## src/rtl/intc_pkg.sv

```systemverilog
package intc_pkg;
  // Register offsets (byte addresses)
  localparam int OFS_PEND    = 'h00;
  localparam int OFS_MASK    = 'h04;
  localparam int OFS_SRC_IRQ = 'h10;
  localparam int OFS_SRC_FIQ = 'h14;
  localparam int OFS_CTRL    = 'h18;
  localparam int OFS_CFG0    = 'h1C;
  localparam int OFS_TRIG    = 'h9C;

  localparam int PRIO_W = 5;

  // Per-line configuration word, packed to match bits [6:2],[1],[0]
  typedef struct packed {
    logic [PRIO_W-1:0] prio;
    logic              level;
    logic              to_fiq;
  } line_cfg_t;

  localparam int CFG_W = $bits(line_cfg_t);
endpackage

```

## src/rtl/intc_capture.sv

```systemverilog
module intc_capture #(
  parameter int NLINES = 32
) (
  input  logic              clk,
  input  logic              rst,
  input  logic [NLINES-1:0] src_n,
  input  logic [NLINES-1:0] lvl_i,
  input  logic              wr_and,
  input  logic [NLINES-1:0] and_val,
  input  logic [NLINES-1:0] rd_clr,
  input  logic [NLINES-1:0] sw_set,
  output logic [NLINES-1:0] pend_o
);
  logic [NLINES-1:0] asrt, prev_q, pend_q, keep, pend_nx;

  assign asrt = ~src_n;

  always_comb begin
    keep = pend_q;
    if (wr_and) keep = keep & (and_val | (asrt & lvl_i));
    keep = keep & ~rd_clr;
    keep = keep & ~(prev_q & ~asrt & lvl_i);
    pend_nx = keep | (asrt & ~prev_q & ~lvl_i) | (asrt & lvl_i) | sw_set;
  end

  always_ff @(posedge clk) begin
    if (rst) begin
      prev_q <= '0;
      pend_q <= '0;
    end else begin
      prev_q <= asrt;
      pend_q <= pend_nx;
    end
  end

  assign pend_o = pend_q;

  for (genvar i = 0; i < NLINES; i++) begin : g_chk

    edge_new_only_chk: assert property (@(posedge clk) disable iff (rst)
      (!$past(pend_q[i]) && pend_q[i] && !$past(lvl_i[i])) |->
        (($past(asrt[i]) && !$past(prev_q[i])) || $past(sw_set[i])));

    level_release_chk: assert property (@(posedge clk) disable iff (rst)
      $past(lvl_i[i] && prev_q[i] && !asrt[i] && !sw_set[i]) |-> !pend_q[i]);

    level_keep_chk: assert property (@(posedge clk) disable iff (rst)
      $past(wr_and && lvl_i[i] && asrt[i]) |-> pend_q[i]);
  end
endmodule

```

## src/rtl/intc_pick.sv

```systemverilog
module intc_pick #(
  parameter int NLINES = 32,
  parameter int PW     = 5,
  parameter int IW     = $clog2(NLINES)
) (
  input  logic [NLINES-1:0]         act,
  input  logic [NLINES-1:0][PW-1:0] prio,
  output logic                      any_o,
  output logic [IW-1:0]             win_o
);
  logic [PW-1:0] best;

  always_comb begin
    best  = '1;
    any_o = 1'b0;
    win_o = '0;
    for (int i = 0; i < NLINES; i++) begin
      // later (higher) index wins ties through <=
      if (act[i] && (!any_o || prio[i] <= best)) begin
        best  = prio[i];
        win_o = IW'(i);
        any_o = 1'b1;
      end
    end
  end
endmodule

```

## src/rtl/intc_agree.sv

```systemverilog
module intc_agree #(
  parameter int IW = 5
) (
  input  logic          clk,
  input  logic          rst,
  input  logic          any_i,
  input  logic [IW-1:0] win_i,
  input  logic          ack_i,
  output logic          req_o,
  output logic [IW-1:0] sir_o
);
  logic armed_q;

  always_ff @(posedge clk) begin
    if (rst) begin
      armed_q <= 1'b1;
      req_o   <= 1'b0;
      sir_o   <= '0;
    end else if (ack_i) begin
      req_o   <= 1'b0;
      armed_q <= 1'b1;
    end else if (armed_q && any_i) begin
      req_o   <= 1'b1;
      armed_q <= 1'b0;
      sir_o   <= win_i;
    end
  end


  drop_needs_ack_chk: assert property (@(posedge clk) disable iff (rst)
    $fell(req_o) |-> $past(ack_i));

  rise_has_cand_chk: assert property (@(posedge clk) disable iff (rst)
    $rose(req_o) |-> $past(any_i));

  index_frozen_chk: assert property (@(posedge clk) disable iff (rst)
    (req_o && $past(req_o)) |-> $stable(sir_o));
endmodule

```

## src/rtl/intc_legacy32.sv

```systemverilog
module intc_legacy32
  import intc_pkg::*;
#(
  parameter int NLINES = 32,
  parameter int ADDR_W = 8
) (
  input  logic              clk,
  input  logic              rst,
  input  logic [NLINES-1:0] src_n,
  input  logic              bus_wr,
  input  logic              bus_rd,
  input  logic [ADDR_W-1:0] bus_addr,
  input  logic [NLINES-1:0] bus_wdata,
  output logic [NLINES-1:0] bus_rdata,
  output logic              irq_req,
  output logic              fiq_req
);
  localparam int IW       = $clog2(NLINES);
  localparam int CFG_LAST = OFS_CFG0 + 4 * (NLINES - 1);

  line_cfg_t         cfg_q [NLINES];
  logic [NLINES-1:0] mask_q, pend, lvl_vec, fiq_vec;
  logic [NLINES-1:0][PRIO_W-1:0] prio_arr;

  for (genvar i = 0; i < NLINES; i++) begin : g_cfg
    assign lvl_vec[i]  = cfg_q[i].level;
    assign fiq_vec[i]  = cfg_q[i].to_fiq;
    assign prio_arr[i] = cfg_q[i].prio;
  end

  // Address decode
  logic hit_pend, hit_mask, hit_sirq, hit_sfiq, hit_ctrl, hit_trig, hit_cfg, hit_any;
  logic [ADDR_W-1:0] cfg_off;
  logic [IW-1:0]     cfg_idx;

  assign hit_pend = (bus_addr == ADDR_W'(OFS_PEND));
  assign hit_mask = (bus_addr == ADDR_W'(OFS_MASK));
  assign hit_sirq = (bus_addr == ADDR_W'(OFS_SRC_IRQ));
  assign hit_sfiq = (bus_addr == ADDR_W'(OFS_SRC_FIQ));
  assign hit_ctrl = (bus_addr == ADDR_W'(OFS_CTRL));
  assign hit_trig = (bus_addr == ADDR_W'(OFS_TRIG));
  assign hit_cfg  = (bus_addr[1:0] == 2'b00) &&
                    (bus_addr >= ADDR_W'(OFS_CFG0)) &&
                    (bus_addr <= ADDR_W'(CFG_LAST));
  assign hit_any  = hit_pend | hit_mask | hit_sirq | hit_sfiq |
                    hit_ctrl | hit_trig | hit_cfg;
  assign cfg_off  = bus_addr - ADDR_W'(OFS_CFG0);
  assign cfg_idx  = cfg_off[IW+1:2];

  // Mask and configuration storage
  always_ff @(posedge clk) begin
    if (rst) begin
      mask_q <= '1;
      for (int i = 0; i < NLINES; i++) cfg_q[i] <= '0;
    end else if (bus_wr) begin
      if (hit_mask) mask_q <= bus_wdata;
      if (hit_cfg)  cfg_q[cfg_idx] <= line_cfg_t'(bus_wdata[CFG_W-1:0]);
    end
  end

  // Two output channels: 0 = irq, 1 = fiq
  logic              any_c [2];
  logic [IW-1:0]     win_c [2];
  logic              req_c [2];
  logic [IW-1:0]     sir_c [2];
  logic [NLINES-1:0] clr_c [2];
  logic              hit_src [2];

  assign hit_src[0] = hit_sirq;
  assign hit_src[1] = hit_sfiq;

  for (genvar c = 0; c < 2; c++) begin : g_chan
    logic [NLINES-1:0] act;
    assign act = pend & ~mask_q & ((c == 1) ? fiq_vec : ~fiq_vec);

    intc_pick #(.NLINES(NLINES), .PW(PRIO_W), .IW(IW)) u_pick (
      .act  (act),
      .prio (prio_arr),
      .any_o(any_c[c]),
      .win_o(win_c[c])
    );

    intc_agree #(.IW(IW)) u_agree (
      .clk  (clk),
      .rst  (rst),
      .any_i(any_c[c]),
      .win_i(win_c[c]),
      .ack_i(bus_wr && hit_ctrl && bus_wdata[c]),
      .req_o(req_c[c]),
      .sir_o(sir_c[c])
    );

    // winner-index read retires an edge line only
    assign clr_c[c] = (bus_rd && hit_src[c]) ?
                      ((NLINES'(1) << sir_c[c]) & ~lvl_vec) : '0;
  end

  assign irq_req = req_c[0];
  assign fiq_req = req_c[1];

  // Pending capture
  logic [NLINES-1:0] sw_set;
  assign sw_set = (bus_wr && hit_trig) ? (bus_wdata & (~bus_wdata + NLINES'(1))) : '0;

  intc_capture #(.NLINES(NLINES)) u_cap (
    .clk    (clk),
    .rst    (rst),
    .src_n  (src_n),
    .lvl_i  (lvl_vec),
    .wr_and (bus_wr && hit_pend),
    .and_val(bus_wdata),
    .rd_clr (clr_c[0] | clr_c[1]),
    .sw_set (sw_set),
    .pend_o (pend)
  );

  // Registered read path
  logic [NLINES-1:0] rd_val;
  always_comb begin
    rd_val = '0;
    if (hit_pend)      rd_val = pend;
    else if (hit_mask) rd_val = mask_q;
    else if (hit_sirq) rd_val = {{(NLINES-IW){1'b0}}, sir_c[0]};
    else if (hit_sfiq) rd_val = {{(NLINES-IW){1'b0}}, sir_c[1]};
    else if (hit_cfg)  rd_val = {{(NLINES-CFG_W){1'b0}}, cfg_q[cfg_idx]};
  end

  always_ff @(posedge clk) begin
    if (rst)         bus_rdata <= '0;
    else if (bus_rd) bus_rdata <= rd_val;
  end


  mask_reset_chk: assert property (@(posedge clk) disable iff (rst)
    $past(rst) |-> (mask_q == '1 && !irq_req && !fiq_req));

  unmapped_wr_chk: assert property (@(posedge clk) disable iff (rst)
    $past(bus_wr && !hit_any) |-> $stable(mask_q));

  masked_quiet_chk: assert property (@(posedge clk) disable iff (rst)
    $rose(irq_req) |-> $past((pend & ~mask_q & ~fiq_vec) != '0));
endmodule

```

## config.mk

```make
export PLATFORM = sky130hd
export DESIGN_NAME = intc_legacy32
export DESIGN_NICKNAME = d
export VERILOG_FILES = /design/src/rtl/intc_pkg.sv /design/src/rtl/intc_capture.sv /design/src/rtl/intc_pick.sv /design/src/rtl/intc_agree.sv /design/src/rtl/intc_legacy32.sv
export SDC_FILE = /design/constraint.sdc
export NUM_CORES = 1
export LEC_CHECK = 0
export BUFFER_PORTS_ARGS = -buffer_cell sky130_fd_sc_hd__buf_2
export CAP_MARGIN = 20
export CORE_MARGIN = 2
export CORE_UTILIZATION = 55
export CTS_BUF_LIST = sky130_fd_sc_hd__clkbuf_16
export DETAILED_ROUTE_END_ITERATION = 10
export HOLD_SLACK_MARGIN = 0.1
export PLACE_DENSITY = 0.8
export SLEW_MARGIN = 20
export SYNTH_ARGS = -nofsm -noshare
export SYNTH_HDL_FRONTEND = slang
export SYNTH_SLANG_ARGS = --single-unit
```

## constraint.sdc

```tcl
create_clock -name clk -period 56.3 [get_ports clk]
set_input_delay 8.445 -clock clk [delete_from_list [all_inputs] [get_ports clk]]
set_output_delay 8.445 -clock clk [all_outputs]
set_load 0.005 [all_outputs]
```

==> impl_metrics.yaml <==
status:
  status: "complete, no violations"
route:
  num_vias: 34016
  viasPerCell: 6.76
  wl_per_cell_microns: 24.0
  drtAntennaViolNets: 0
  initialDrtViolationCount: 4366
  drc: 0
  drtPass1Iterations: 6
  wl_microns: 121000
yosys:
  synth_top_area_share_pct: 19.8
  netlist_top_cells_count: "nor2_1, nand2_1, a21oi_1"
  synthArstFlopShare_pct: 0
  syn_inst: 4065
  ys_warn_count: 0
  synth-seq-area-share_pct: 28.2
  ys_ff_latch: 366
  yosysMostFrequentCell: "nor2_1"
  synth_area_leader_cell: "edfxtp_1"
  syn-num-nets: 4399
  synth_edf_count: 224
  synth.distinct_cells: 122
  synth-main-ff-cell: "edfxtp_1"
  synth_area_leaders: "edfxtp_1, ha_1, dfxtp_1"
  syn_area_per_cell_sq_um: 8.36
  synthesis.area_sq_um: 34000
place:
  place_hpwl_microns: 90800
  dpl_cell_area_sq_um: 35500
  port_buffers: 109
  pre_cts_slack_ns: -0.639
  routabilityCongestion: 1.05
global_route:
  track_usage_pct: 36.0
  grt_pass1_wl_microns: 178000
  grt_overflow_total: 0
  grt_pass1_vias: 30619
  grt_max_degree: 90
  grt_antenna_before_repair: 3
cells_and_area:
  seq_area_sq_um: 9570
  nFillCells: 5097
  syn_to_final_growth_pct: 13.7
  nNetsFinal: 4546
  fin_util_pct: 62.9
  fin_area_sq_um: 38600
  drive_gt1_share_pct: 17.8
  multi_input_area_sq_um: 24100
timing:
  hold_viol_final: 0
  fin_ws_ns: 2.99
  max_freq_ghz: 0.0188
  fin_hold_ws_ns: 0.479
  slew_headroom_pct: 20.6
  worstMarginPinSlew_ns: 1.19
  slew_viol_final: 0
  period_share_pct: 94.7
  period_minus_slack_ns: 53.31
  clock_skew_ns: 0.0263
  setup_viol: 0
power:
  ir_drop_v: 0.0000223
  p_comb_share_pct: 13.1
  total_power_mw: 0.684
  powerDensity_nw_per_um2: 17.7
  p_seq_share_pct: 46.6
  switchingPower_mw: 0.192
  p_leak_nw: 17.0
  clock_power_share_pct: 40.3
  power_switching_share_pct: 28.1
  p_int_mw: 0.491
die:
  die_h_microns: 253
  io-pin-count: 110
  core_area_sq_um: 61400
  die_x_microns: 253
  dieArea_sq_um: 63800
  initial_utilization_pct: 55.3
  placementRows: 91
critical_path:
  end_kind: "flop"
  crit_required_ns: 56.76
  path_buf_inv: 19
  start_kind: "flop"
  worst_path_largest_cell_delay_ns: 0.53
  crit_path_frequent_cell: "ha_1"
  critPathArrivalTime_ns: 53.78
  crit_type: "flop to flop"
  crit_fanout: 16
  slowest_stage: "o41a_2"
  crit_family: "compound AO/OA/AOI/OAI gates"
clock_tree:
  clock-sinks: 366
  clock_path_buffers: 3
  cts.reportedPaths.clkPinSlew_ns: 0.06
  h-tree-depth: 2
  numCtsBuffers: 39
  clk_latency_ns: 0.58
  cts_tree: "yes"
  ctsRootBufferMaster: "clkbuf_16"
worst_hold_path:
  min_path_type: "flop to flop"
job:
  drv_cap: 0
## logic make-up after synthesis
kind of cell	Yosys count	synth area share, %
simple gates	1654	25.7
flops	366	28.2
compound gates	1240	25.5
buf+inv	390	4.39
fa+ha+maj	266	9.74
xor+xnor	9	0.232
mux	140	6.32
## placed cells by master, fill, tap and decap left out, types with 18 or more instances in the layout
| cell type | count |
|---|---|
| nor2_1 | 363 |
| nand2_1 | 327 |
| and2_1 | 272 |
| ha_1 | 257 |
| a21oi_1 | 252 |
| inv_1 | 231 |
| edfxtp_1 | 224 |
| o21ai_0 | 178 |
| buf_4 | 146 |
| dfxtp_1 | 141 |
| a21o_1 | 114 |
| buf_2 | 108 |
| nand3_1 | 98 |
| and3_1 | 76 |
| nand3b_1 | 73 |
| nor3_1 | 71 |
| o211ai_1 | 67 |
| a211oi_1 | 63 |
| or2_2 | 60 |
| mux4_2 | 56 |
| nand2b_1 | 51 |
| nor2b_1 | 47 |
| clkbuf_16 | 42 |
| a31oi_1 | 38 |
| a22oi_1 | 36 |
| o22ai_1 | 35 |
| o21a_1 | 34 |
| a21oi_2 | 31 |
| nand4_1 | 30 |
| nor3b_1 | 30 |
| mux2i_1 | 29 |
| mux2_2 | 28 |
| o21ai_1 | 27 |
| and3b_1 | 26 |
| or3_1 | 24 |
| a211o_1 | 19 |
| mux2i_2 | 19 |
| o31a_1 | 18 |
## final timing paths
path / startpoint / depth (start not counted) / endpoint / slack, ns
worst max register to register: cfg_q[0][0]$_SDFFCE_PN0P_ / 274 / g_chan[0].u_agree.sir_o[4]$_SDFFE_PP0P_ / 2.99
worst max-delay path: cfg_q[0][0]$_SDFFCE_PN0P_ / 274 / g_chan[0].u_agree.sir_o[4]$_SDFFE_PP0P_ / 2.99
worst min-delay path: bus_rdata[17]$_SDFFE_PP0P_ / 2 / bus_rdata[17]$_SDFFE_PP0P_ / 0.48
worst min register to register: bus_rdata[17]$_SDFFE_PP0P_ / 2 / bus_rdata[17]$_SDFFE_PP0P_ / 0.48
## per-stage QoR
stage,std cells,TNS [ns]
global placement,4876,0
finish,5034,0
global route,5033,-2.68
detailed placement,4876,-1.88
floorplan,4065,0
CTS,4950,0
## routing by layer
| metal | global-route usage [%] | share of wire (%) | up-vias |
|---|---|---|---|
| li1 | - | - | 15536 |
| met1 | 48.0 | 40 | 15974 |
| met2 | 55.7 | 43 | 2080 |
| met3 | 7.72 | 12 | 426 |
| met4 | 16.7 | 5.6 | 0 |
| met5 | 0 | 0 | - |
## power groups by stage
stage	Sequential, mW	Combinational (mW)	Clock (mW)
5_1_grt	0.319	0.0958	0.284
3_3_place_gp	0.322	0.0825	0
6_report	0.319	0.0894	0.276
4_1_cts	0.317	0.0846	0.275
2_1_floorplan	0.312	0.0575	0
3_5_place_dp	0.323	0.0837	0
## flip-flops by register name, indices dropped and copies added (netlist names)
signal,count
mask_q,32
u_cap.pend_o,32
g_chan.u_agree.req_o,2
u_cap.prev_q,32
g_chan.u_agree.armed_q,2
bus_rdata,32
g_chan.u_agree.sir_o,10
cfg_q,224
## layout make-up
| type | instances | area share [%] |
|---|---|---|
| clock buffer | 42 | 2.72 |
| timing repair buffer | 261 | 4.53 |
| antenna | 1 | 0.00648 |
| sequential | 366 | 24.8 |
| inverter | 228 | 2.22 |
| clock inverter | 30 | 0.761 |
| tap | 790 | 2.56 |
| multi-input combinational | 3316 | 62.4 |
## timing repair
action | CTS | global route
setup endpoints to repair | 7 | 10
pin swaps | 1 | 49
hold buffers | 0 | 0
gates cloned | 0 | 7
resized for setup | 5 | 254
buffers inserted | 2 | 76
## worst register-to-register path: cells and delay by family, from the launching register on
kind	cells	cell delay, ns
buffers and inverters	19	1.99
adders and majority gates	34	9.94
DFF	1	0.47
muxes	10	2.42
AOI/OAI and AO/OA	120	23.05
and+or+nand+nor	91	15.28
(Power assumes the default switching activity.)
